<file path="src/rtl/hzd_pkg.sv">
// Package: shared types for the pipeline hazard controller.
// Assumes the Execute operand muxes decode the 2-bit select below.
package hzd_pkg;

    // Number of register sources per instruction that may need forwarding.
    localparam int NUM_SRC = 2;

    // Operand source select seen by the Execute-stage muxes.
    typedef enum logic [1:0] {
        FWD_RF  = 2'b00,
        FWD_MEM = 2'b01,
        FWD_WB  = 2'b10
    } fwd_sel_t;

endpackage

</file>
<file path="src/rtl/hzd_fwd_pick.sv">
// Module: decides, for one Decode source, where its operand must come from
// once the instruction reaches Execute. The instruction now in Execute will
// then be in Memory, and the one now in Memory will be in Writeback.
// Assumes register 0 reads as zero and a load result is not usable from
// Memory (the load-use stall covers that case).
module hzd_fwd_pick
    import hzd_pkg::*;
#(
    parameter int REG_AW = 5
) (
    input  logic [REG_AW-1:0] src,
    input  logic [REG_AW-1:0] ex_rd,
    input  logic              ex_wr,
    input  logic              ex_load,
    input  logic [REG_AW-1:0] mem_rd,
    input  logic              mem_wr,
    output fwd_sel_t          nxt_sel
);

    logic src_live;
    logic hit_ex;
    logic hit_mem;

    // Match detection against the two older in-flight writers.
    always_comb begin
        src_live = (src != '0);
        hit_ex   = src_live && ex_wr && !ex_load && (ex_rd == src);
        hit_mem  = src_live && mem_wr && (mem_rd == src);
    end

    // Priority: the younger producer (now in Execute) wins.
    always_comb begin
        if (hit_ex) begin
            nxt_sel = FWD_MEM;
        end else if (hit_mem) begin
            nxt_sel = FWD_WB;
        end else begin
            nxt_sel = FWD_RF;
        end
    end

endmodule

</file>
<file path="src/rtl/hzd_loaduse.sv">
// Module: flags a load in Execute whose destination is read by the
// instruction in Decode. One generate branch per source register.
// Assumes exe_load is only meaningful together with exe_wr.
module hzd_loaduse
    import hzd_pkg::*;
#(
    parameter int REG_AW = 5
) (
    input  logic [NUM_SRC-1:0][REG_AW-1:0] src,
    input  logic [REG_AW-1:0]              ex_rd,
    input  logic                           ex_wr,
    input  logic                           ex_load,
    output logic                           hit
);

    logic [NUM_SRC-1:0] src_hit;
    logic               ld_live;

    // A load that actually writes a non-zero register.
    assign ld_live = ex_load && ex_wr && (ex_rd != '0);

    for (genvar g = 0; g < NUM_SRC; g++) begin : g_src
        // Per-source dependence on the load destination.
        assign src_hit[g] = ld_live && (src[g] == ex_rd);
    end

    assign hit = |src_hit;

endmodule

</file>
<file path="src/rtl/hzd_squash.sv">
// Module: turns the load-use flag and the branch outcome into pipeline
// register controls. A taken branch (resolved in Memory) squashes Fetch,
// Decode and Execute and overrides any stall in the same cycle.
// Assumes a bubble is formed downstream by clearing write and store flags.
module hzd_squash (
    input  logic ld_hit,
    input  logic br_taken,
    output logic hold_pc,
    output logic hold_fd,
    output logic bubble_de,
    output logic flush_fd,
    output logic flush_de,
    output logic flush_em,
    output logic kill_ex
);

    logic stall;

    // Stall only when no flush is pending.
    assign stall = ld_hit && !br_taken;

    // Drive the pipeline register controls.
    always_comb begin
        hold_pc   = stall;
        hold_fd   = stall;
        bubble_de = stall;
        flush_fd  = br_taken;
        flush_de  = br_taken;
        flush_em  = br_taken;
        kill_ex   = stall || br_taken;
    end

endmodule

</file>
<file path="src/rtl/pipe_hazard_ctl.sv">
// Module: hazard and forwarding controller for a five-stage in-order pipeline.
// Forwarding selects are computed while the instruction is in Decode and
// registered on the edge that moves it into Execute; they drop to the
// register-file choice whenever Decode/Execute receives a bubble or flush.
// Assumes the datapath honours hold, bubble and flush on the same edge.
module pipe_hazard_ctl
    import hzd_pkg::*;
#(
    parameter int REG_AW = 5
) (
    input  logic              clk,
    input  logic              rst_n,
    input  logic [REG_AW-1:0] dec_rs,
    input  logic [REG_AW-1:0] dec_rt,
    input  logic [REG_AW-1:0] exe_rd,
    input  logic              exe_wr,
    input  logic              exe_load,
    input  logic [REG_AW-1:0] mem_rd,
    input  logic              mem_wr,
    input  logic              mem_br_taken,
    output logic [1:0]        fwd_a_sel,
    output logic [1:0]        fwd_b_sel,
    output logic              hold_pc,
    output logic              hold_fd,
    output logic              bubble_de,
    output logic              flush_fd,
    output logic              flush_de,
    output logic              flush_em
);

    logic [NUM_SRC-1:0][REG_AW-1:0] dec_src;
    logic                           ld_hit;
    logic                           kill_ex;

    assign dec_src = {dec_rt, dec_rs};

    hzd_loaduse #(
        .REG_AW (REG_AW)
    ) u_loaduse (
        .src     (dec_src),
        .ex_rd   (exe_rd),
        .ex_wr   (exe_wr),
        .ex_load (exe_load),
        .hit     (ld_hit)
    );

    hzd_squash u_squash (
        .ld_hit    (ld_hit),
        .br_taken  (mem_br_taken),
        .hold_pc   (hold_pc),
        .hold_fd   (hold_fd),
        .bubble_de (bubble_de),
        .flush_fd  (flush_fd),
        .flush_de  (flush_de),
        .flush_em  (flush_em),
        .kill_ex   (kill_ex)
    );

    for (genvar g = 0; g < NUM_SRC; g++) begin : g_op
        fwd_sel_t nxt_sel;
        fwd_sel_t sel_q;

        hzd_fwd_pick #(
            .REG_AW (REG_AW)
        ) u_pick (
            .src     (dec_src[g]),
            .ex_rd   (exe_rd),
            .ex_wr   (exe_wr),
            .ex_load (exe_load),
            .mem_rd  (mem_rd),
            .mem_wr  (mem_wr),
            .nxt_sel (nxt_sel)
        );

        // Capture the select for the instruction entering Execute.
        always_ff @(posedge clk) begin
            if (!rst_n || kill_ex) begin
                sel_q <= FWD_RF;
            end else begin
                sel_q <= nxt_sel;
            end
        end
    end

    assign fwd_a_sel = g_op[0].sel_q;
    assign fwd_b_sel = g_op[1].sel_q;

endmodule

</file>
<file path="config.mk">
export PLATFORM = sky130hd
export DESIGN_NAME = pipe_hazard_ctl
export DESIGN_NICKNAME = d
export VERILOG_FILES = /design/src/rtl/hzd_pkg.sv /design/src/rtl/hzd_fwd_pick.sv /design/src/rtl/hzd_loaduse.sv /design/src/rtl/hzd_squash.sv /design/src/rtl/pipe_hazard_ctl.sv
export SDC_FILE = /design/constraint.sdc
export NUM_CORES = 1
export LEC_CHECK = 0
export BUFFER_PORTS_ARGS = -buffer_cell sky130_fd_sc_hd__buf_2
export CAP_MARGIN = 0
export CORE_AREA = 2 2 39 41
export DETAILED_ROUTE_END_ITERATION = 10
export DIE_AREA = 0 0 41 43
export PLACE_DENSITY_LB_ADDON = 0.08
export SYNTH_ARGS = -nofsm -noshare
export SYNTH_HDL_FRONTEND = slang
export SYNTH_SLANG_ARGS = --single-unit
</file>
<file path="constraint.sdc">
create_clock -name clk -period 1.75 [get_ports clk]
set_input_delay 0.0875 -clock clk [delete_from_list [all_inputs] [get_ports clk]]
set_output_delay 0.0875 -clock clk [all_outputs]
set_load 0.02 [all_outputs]
</file>
# Word-level counts from Yosys, hierarchy flattened
# Cells that the tools add are included.
dict set report totals {
  ff_bits 4
  output_inout_bits 10
  word_cells 40
}
dict set report op_classes {
  eq_ne 6
  n_mux 4
  n_reduce_logical 26
}
# op n
set ops {}
lappend ops {{equality test 5 bit} 6}
lappend ops {{logical AND 1 bit} 15}
lappend ops {{nonzero test 5 bit} 3}
lappend ops {{OR reduction 2 bit} 3}
lappend ops {{two-way mux 2 bit} 2}
lappend ops {{logical NOT 1 bit} 3}
lappend ops {{logical OR 1 bit} 2}
lappend ops {{two-way mux 1 bit} 2}

# Depth between registers and ports, before layout
# Gate-level depths: netlist (run 1).
dict set report logic_depth {
  word_depth 8
  depth_mapped 5
  depth_no_buf 5
}

# Modules after synthesis
# A second synthesis (run 1) with hierarchy kept.
dict set report hier_totals {
  hier_cells 70
  area_unflattened_um2 608.1
}
# module instances cells_per_inst area_per_inst_um2 seq_area_each_um2
set by_module_without_submodules {}
lappend by_module_without_submodules {hzd_fwd_pick 2 19 155.1 0.0}
lappend by_module_without_submodules {hzd_loaduse 1 17 132.6 0.0}
lappend by_module_without_submodules {pipe_hazard_ctl 1 8 115.1 80.1}
lappend by_module_without_submodules {hzd_squash 1 7 50.0 0.0}

# Least setup slack after synthesis (run 1)
# No wires, ideal clock.
dict set report synth_timing {
  kind {input to output}
  from {input port exe_rd[3]}
  to {output port hold_fd}
  arrival_ns 1.535
  t_required_ns 1.662
  slack_ns 0.127
  path_stages 5
  cell_sequence {xor2_1 -> nor3_1 -> nand3_1 -> a2111oi_2 -> buf_4}
}
dict set report synth_between {
  elab_chain_cells 5
}
# item line_no
set synth_rtl {}
lappend synth_rtl {{start, declared} pipe_hazard_ctl.sv:15} ;# input logic [REG_AW-1:0] exe_rd,
lappend synth_rtl {{nonzero test 5 bit} hzd_loaduse.sv:20} ;# assign ld_live = ex_load && ex_wr && (ex_rd != '0);
lappend synth_rtl {{logical AND 1 bit} hzd_loaduse.sv:20}
lappend synth_rtl {{logical AND 1 bit} hzd_loaduse.sv:24} ;# assign src_hit[g] = ld_live && (src[g] == ex_rd);
lappend synth_rtl {{OR reduction 2 bit *} hzd_loaduse.sv:27} ;# assign hit = |src_hit;
lappend synth_rtl {{logical AND 1 bit *} hzd_squash.sv:20} ;# assign stall = ld_hit && !br_taken;
lappend synth_rtl {{end, declared} pipe_hazard_ctl.sv:24} ;# output logic hold_fd,
# Mark *: on every way between the ends. The rest lies on a longest branch, timed or not.

# Final worst setup path (run 1)
dict set report layout_timing {
  from {input port exe_rd[3]}
  to {output port hold_pc}
}
dict set report layout_between {
  elab_chain_cells 5
}
# item line_no
set layout_rtl {}
lappend layout_rtl {{nonzero test 5 bit} hzd_loaduse.sv:20}
lappend layout_rtl {{logical AND 1 bit} hzd_loaduse.sv:20}
lappend layout_rtl {{logical AND 1 bit} hzd_loaduse.sv:24}
lappend layout_rtl {{OR reduction 2 bit *} hzd_loaduse.sv:27}
lappend layout_rtl {{logical AND 1 bit *} hzd_squash.sv:20}
lappend layout_rtl {{end, declared} pipe_hazard_ctl.sv:23} ;# output logic hold_pc,
# Marked as above.

==> results of run 1 <==
[report_power, final]
group          internal [mW]  leakage (nW)  switching (mW)  total (mW)
clock network         0.0764        0.0138          0.0345       0.111
logic                 0.0556         0.247          0.0580       0.114
registers             0.0921        0.0322       0.0000593      0.0922
[final cells by class]
class / count / share of cell area (%)
clock buffers: 3 / 3.50
multi-input cells: 46 / 53.2
repair buffers: 35 / 27.2
well taps: 16 / 3.11
inverters: 1 / 0.583
flip-flops and latches: 4 / 12.4
[sequential cells by signal, summed over array words and instances, names as in the netlist]
register,flops
fwd_b_sel,2
fwd_a_sel,2
[metal layers]
layer | wire length (um) | up-vias
met2 | 598 | 26
li1 | - | 259
met3 | 111 | 0
met1 | 456 | 210
met4 | 0 | 0
met5 | 0 | -
[worst max-delay path by stage]
stage	start	to	slack, ns	cells after the start
6_report	exe_rd[3]	hold_pc	0.21	6
5_1_grt	exe_rd[3]	bubble_de	0.06	6
4_1_cts	exe_rd[3]	bubble_de	0.16	6
3_5_place_dp	exe_rd[3]	bubble_de	0.17	6
3_3_place_gp	exe_rd[3]	bubble_de	0.26	6
2_1_floorplan	exe_rd[3]	hold_fd	0.13	5
[per-stage QoR]
stage	power [mW]	setup WS, ns	cells	utilization, %
after detailed placement	0.206	0.166	102	44.0
after global placement	0.206	0.265	102	44.0
after CTS	0.321	0.160	105	45.7
after global routing	0.341	0.0594	105	46.6
final	0.317	0.207	105	46.6
after floorplan	0.154	0.127	56	-
[layout by cell type, fill, tap and decap left out, types with 3 or more instances in the layout]
| cell | count |
|---|---|
| sky130_fd_sc_hd__buf_2 | 35 |
| sky130_fd_sc_hd__xnor2_1 | 12 |
| sky130_fd_sc_hd__xor2_1 | 8 |
| sky130_fd_sc_hd__or4_1 | 5 |
| sky130_fd_sc_hd__nor3_1 | 4 |
| sky130_fd_sc_hd__dfxtp_1 | 4 |
| sky130_fd_sc_hd__nand3_1 | 3 |
| sky130_fd_sc_hd__clkbuf_4 | 3 |
[worst min-delay path: stages]
cell and delay [ns]:
sky130_fd_sc_hd__buf_2 0.11, sky130_fd_sc_hd__nand3_1 0.09, sky130_fd_sc_hd__nor3_1 0.05
[cells by family after synthesis]
logic type / Yosys count / share of synthesized area (%)
buffers and inverters: 6 / 9.14
AO/OA/AOI/OAI: 6 / 9.42
flip-flops: 4 / 17.7
AND/OR/NAND/NOR: 20 / 24.9
XOR/XNOR: 20 / 38.8
[timing repair]
item | in CTS | in global routing
setup endpoints to repair | 0 | 3
resized for setup | 0 | 1
buffers inserted | 0 | 0
==> impl_metrics.py, run 1 <==
metrics = {
    "status": {
        "status": "complete, no violations",
    },
    "logic_synthesis": {
        "asyncSetResetFlopFracSynth_pct": 0,
        "synth_top_cell_area_share_pct": 23.3,
        "ys_ff_latch": 4,
        "mapped_cells": 56,
        "syn_area_um2": 452,
        "synth_fp_nets": 82,
        "most_frequent_cell_after_synthesis": "sky130_fd_sc_hd__xnor2_1",
        "synth_seq_area_share_pct": 17.7,
        "ys_warn_count": 0,
        "synth_ff_type": "sky130_fd_sc_hd__dfxtp_1",
        "ys_top_cells_by_count": "12 x sky130_fd_sc_hd__xnor2_1, 8 x sky130_fd_sc_hd__xor2_1, 5 x sky130_fd_sc_hd__buf_4, 5 x sky130_fd_sc_hd__or4_1",
        "count_of_flip_flops_with_a_built_in_enable_after_synthesis": 0,
        "synth.distinct_cells": 17,
        "synthTopCellsByArea": "sky130_fd_sc_hd__xnor2_1 23%, sky130_fd_sc_hd__dfxtp_1 18%, sky130_fd_sc_hd__xor2_1 16%",
        "post_syn_area_per_cell_um2": 8.07,
        "synthDominantAreaCellType": "sky130_fd_sc_hd__xnor2_1",
    },
    "min_path": {
        "hold_path_class": "input port to flop",
        "whs_endpoint": "fwd_a_sel[0]$_SDFF_PP0_",
        "holdCritStartpoint": "exe_wr",
        "min_path_cells": 3,
    },
    "critical_path": {
        "crit_path_max_fanout": 4,
        "timing.critical_path.slowest_stage_cell": "sky130_fd_sc_hd__a2111oi_4",
        "critPathRequiredTime_ns": 1.66,
        "critical_path_arrival_ns": 1.46,
        "critPathMaxStageDelay_ns": 0.44,
        "kind_of_start_point_of_the_critical_path": "input port",
        "worstPathCellList": "buf_2, xor2_1, nor3_1, nand3_1, a2111oi_4, buf_2",
        "kind_of_end_point_of_the_critical_path": "output port",
        "worst_path_dominant_cell_family": "compound AO/OA/AOI/OAI gates",
        "critical_path_class": "input port to output port",
        "worst_path_most_repeated_cell": "sky130_fd_sc_hd__buf_2",
        "crit_buf_inv": 2,
    },
    "finish": {
        "final_nets": 117,
        "layout_cell_area_excl_fill_um2": 644,
        "multiInputGateArea_um2": 343,
        "num-fill-cells": 163,
        "drive_gt1_share_pct": 44.9,
        "synthToLayoutAreaGrowth_pct": 42.7,
        "insertedDiodeCount": 0,
        "sequential_cell_area_um2": 80.1,
    },
    "route": {
        "detail_routed_via_count_per_cell": 4.71,
        "final_antenna_net_count": 0,
        "drc": 0,
        "firstDrtPassIters": 4,
        "vias": 495,
        "finalWirelength_mm": 1.17,
        "avgRoutedWirePerCell_um": 11.1,
        "drc_marker_count_from_the_first_detailed_route_iteration": 4,
    },
    "global_route": {
        "first_global_vias": 441,
        "met3_usage_pct": 5.24,
        "grt_use_total_pct": 15.2,
        "overflow": 0,
        "antenna_found_initial": 0,
        "grt_max_degree": 6,
        "use_met2_pct": 25.6,
        "grt_first_pass_wirelength_mm": 1.81,
        "globalRoute.busiestLayer": "met2",
        "grt_use_met1_pct": 17.2,
    },
    "floorplan": {
        "total_die_area_mm2": 0.00176,
        "floorplan.core_area_mm2": 0.00138,
        "initial_core_util_pct": 32.6,
        "die_h_um": 43,
        "number_of_standard_cell_rows_in_the_floorplan": 14,
        "design.portCount": 36,
        "chipWidth_um": 41,
    },
    "cts": {
        "cts_buffers": 3,
        "cts_tree": "done",
        "post_cts_hold_buffer_count": 0,
        "cts.clk_slew.worst_paths_ns": 0.03,
        "max-clock-path-buffers": 2,
        "number_of_levels_in_the_clock_h_tree": 1,
        "clock-root-buffer": "sky130_fd_sc_hd__clkbuf_4",
        "clkSinkCount": 4,
    },
    "sta": {
        "min_cycle_time_layout_ns": 1.54,
        "final.period_utilization_pct": 88.2,
        "slew_of_the_pin_with_the_lowest_slew_margin_ns": 0.305,
        "tightest_slew_margin_relative_to_the_limit_pct": 79.7,
        "timing.final.setup_violations": 0,
        "fin_setup_tns_ns": 0,
        "unrepaired_setup_endpoints_after_global_routing": "no",
        "maxSlewViolCount": 0,
        "finalHoldWorstSlack_ns": 0.165,
        "hold_viol_final": 0,
        "timing.fmax_mhz": 648,
    },
    "place": {
        "dp_hpwl_mm": 1.04,
        "detailed_place.area_um2": 609,
        "place.gp.congestion": 0.718,
        "port_buffers": 35,
    },
    "power_and_ir_drop": {
        "powerDensity_mw_per_mm2": 492,
        "p_leak_nw": 0.293,
        "max-vdd-ir-drop_mv": 0.192,
    },
    "flow_run": {
        "drv.max_cap_violation_count": 0,
    },
}
Note: power is estimated with default switching activity, not from simulation.
==> run 2, diff against run 1 <==
==> constraint.sdc (replaced) <==
create_clock -name clk -period 1.75 [get_ports clk]
set_input_delay 0.0875 -clock clk [delete_from_list [all_inputs] [get_ports clk]]
set_output_delay 0.0875 -clock clk [all_outputs]
set_load 0.1 [all_outputs]
==> impl_metrics.py, run 2 (synthesis gave the netlist of run 1 again) <==
metrics = {
    "status": {
        "status": "complete, no violations",
    },
    "cts": {
        "post_cts_resized": 0,
        "cts_post_setup_buffers_inserted": 0,
        "post_cts_hold_buffer_count": 0,
        "cts.clk_slew.worst_paths_ns": 0.03,
        "clock-root-buffer": "sky130_fd_sc_hd__clkbuf_4",
        "clkSinkCount": 4,
        "number_of_levels_in_the_clock_h_tree": 1,
        "max-clock-path-buffers": 2,
        "cts_tree": "done",
        "cts_buffers": 3,
    },
    "critical_path": {
        "kind_of_start_point_of_the_critical_path": "input port",
        "critPathRequiredTime_ns": 1.66,
        "crit_buf_inv": 3,
        "kind_of_end_point_of_the_critical_path": "output port",
        "critPathMaxStageDelay_ns": 0.38,
        "critical_path_arrival_ns": 1.52,
        "critical_path_class": "input port to output port",
        "timing.critical_path.slowest_stage_cell": "sky130_fd_sc_hd__a2111oi_4",
        "worstPathCellList": "buf_2, xor2_1, nor3_1, nand3_1, a2111oi_4, buf_4, buf_12",
        "crit_path_max_fanout": 4,
        "worst_path_dominant_cell_family": "buffers and inverters",
    },
    "flow_run": {
        "drv.max_cap_violation_count": 0,
    },
    "finish": {
        "num-fill-cells": 140,
        "synthToLayoutAreaGrowth_pct": 54.3,
        "drive_gt1_share_pct": 45.6,
        "final_nets": 118,
        "commonest_non_fill_non_tap_cells_in_the_layout": "32 x sky130_fd_sc_hd__buf_2, 12 x sky130_fd_sc_hd__xnor2_1, 8 x sky130_fd_sc_hd__xor2_1",
        "layout.core_utilization_pct": 50.4,
        "final_cells": 106,
        "insertedDiodeCount": 0,
        "mostFrequentLayoutCell": "sky130_fd_sc_hd__buf_2",
    },
    "route": {
        "vias": 502,
        "final_antenna_net_count": 0,
        "drc": 0,
        "drc_marker_count_from_the_first_detailed_route_iteration": 6,
        "detail_routed_via_count_per_cell": 4.74,
        "finalWirelength_mm": 1.11,
        "firstDrtPassIters": 4,
        "avgRoutedWirePerCell_um": 10.4,
    },
    "sta": {
        "maxSlewViolCount": 0,
        "hold_viol_final": 0,
        "unrepaired_setup_endpoints_after_global_routing": "no",
        "min_cycle_time_layout_ns": 1.61,
        "tightest_slew_margin_relative_to_the_limit_pct": 67.9,
        "timing.fmax_mhz": 623,
        "slew_of_the_pin_with_the_lowest_slew_margin_ns": 0.486,
        "layout_setup_ws_ns": 0.145,
        "final.period_utilization_pct": 91.7,
        "timing.final.setup_violations": 0,
    },
    "global_route": {
        "grt_use_met1_pct": 17.1,
        "met3_usage_pct": 3.14,
        "globalRoute.busiestLayer": "met2",
        "use_met2_pct": 24.1,
        "antenna_found_initial": 0,
        "first_global_vias": 473,
        "grt_max_degree": 6,
        "grt_use_total_pct": 14.9,
        "overflow": 0,
        "grt_first_pass_wirelength_mm": 1.82,
    },
    "power_and_ir_drop": {
        "max-vdd-ir-drop_mv": 0.221,
        "pwr-share-comb_pct": 41.5,
        "cell_internal_pwr_mw": 0.227,
        "p_leak_nw": 0.306,
        "power_switching_mw": 0.124,
        "powerDensity_mw_per_mm2": 503,
        "register_share_of_total_power_pct": 26.3,
        "totalPowerFinal_mw": 0.351,
        "netSwitchingFraction_pct": 35.4,
        "clockPowerShare_pct": 32.2,
    },
    "floorplan": {
        "floorplan.core_area_mm2": 0.00138,
        "design.portCount": 36,
        "number_of_standard_cell_rows_in_the_floorplan": 14,
        "initial_core_util_pct": 32.6,
        "chipWidth_um": 41,
        "total_die_area_mm2": 0.00176,
        "die_h_um": 43,
    },
    "place": {
        "port_buffers": 35,
        "dp_hpwl_um": 976,
        "post-place-cells": 103,
        "place.gp.congestion": 0.722,
        "pre_cts_slack_ns": 0.151,
    },
    "min_path": {
        "whs_endpoint": "fwd_a_sel[0]$_SDFF_PP0_",
        "min_path_cells": 3,
        "hold_path_class": "input port to flop",
        "holdCritStartpoint": "exe_wr",
    },
}
==> run 2: per-layer routing <==
| metal | vias to the layer above | part of all wire (%) | wire (um) |
|---|---|---|---|
| li1 | 259 | - | - |
| met3 | 0 | 9.0 | 99 |
| met2 | 26 | 51 | 560 |
| met5 | - | 0 | 0 |
| met4 | 0 | 0 | 0 |
| met1 | 217 | 40 | 445 |
==> run 2: per-stage QoR <==
stage	hold WS [ns]	cell area (um2)	TNS, ns
5_1_grt	0.156	697	0
3_5_place_dp	0.388	674	0
2_1_floorplan	0.243	464	-1.52
6_report	0.148	697	0
3_3_place_gp	0.394	674	0
4_1_cts	0.148	697	0
==> run 2: worst max path at each step <==
| stage | start | to | cells past startpoint |
|---|---|---|---|
| 6_report | exe_rd[3] | hold_fd | 7 |
| 5_1_grt | exe_rd[3] | hold_pc | 7 |
| 4_1_cts | exe_rd[0] | hold_fd | 7 |
| 3_5_place_dp | exe_rd[3] | hold_fd | 7 |
| 3_3_place_gp | exe_rd[3] | hold_pc | 7 |
| 2_1_floorplan | exe_rd[3] | hold_fd | 5 |
==> run 2: power groups by stage <==
stage | registers (mW) | clock network [mW] | logic [mW]
finish | 0.0922 | 0.113 | 0.146
global route | 0.0920 | 0.128 | 0.158
CTS | 0.0921 | 0.114 | 0.147
detailed placement | 0.0935 | 0 | 0.146
global placement | 0.0935 | 0 | 0.146
floorplan | 0.0963 | 0 | 0.0883
==> run 2: cell type report <==
cell class	instances	area, um2	share of cell area [%]
sequential	4	80.1	11.5
tap	16	20.0	2.87
timing repair buffer	36	228	32.7
inverter	1	3.75	0.539
multi-input combinational	46	343	49.2
clock buffer	3	22.5	3.23
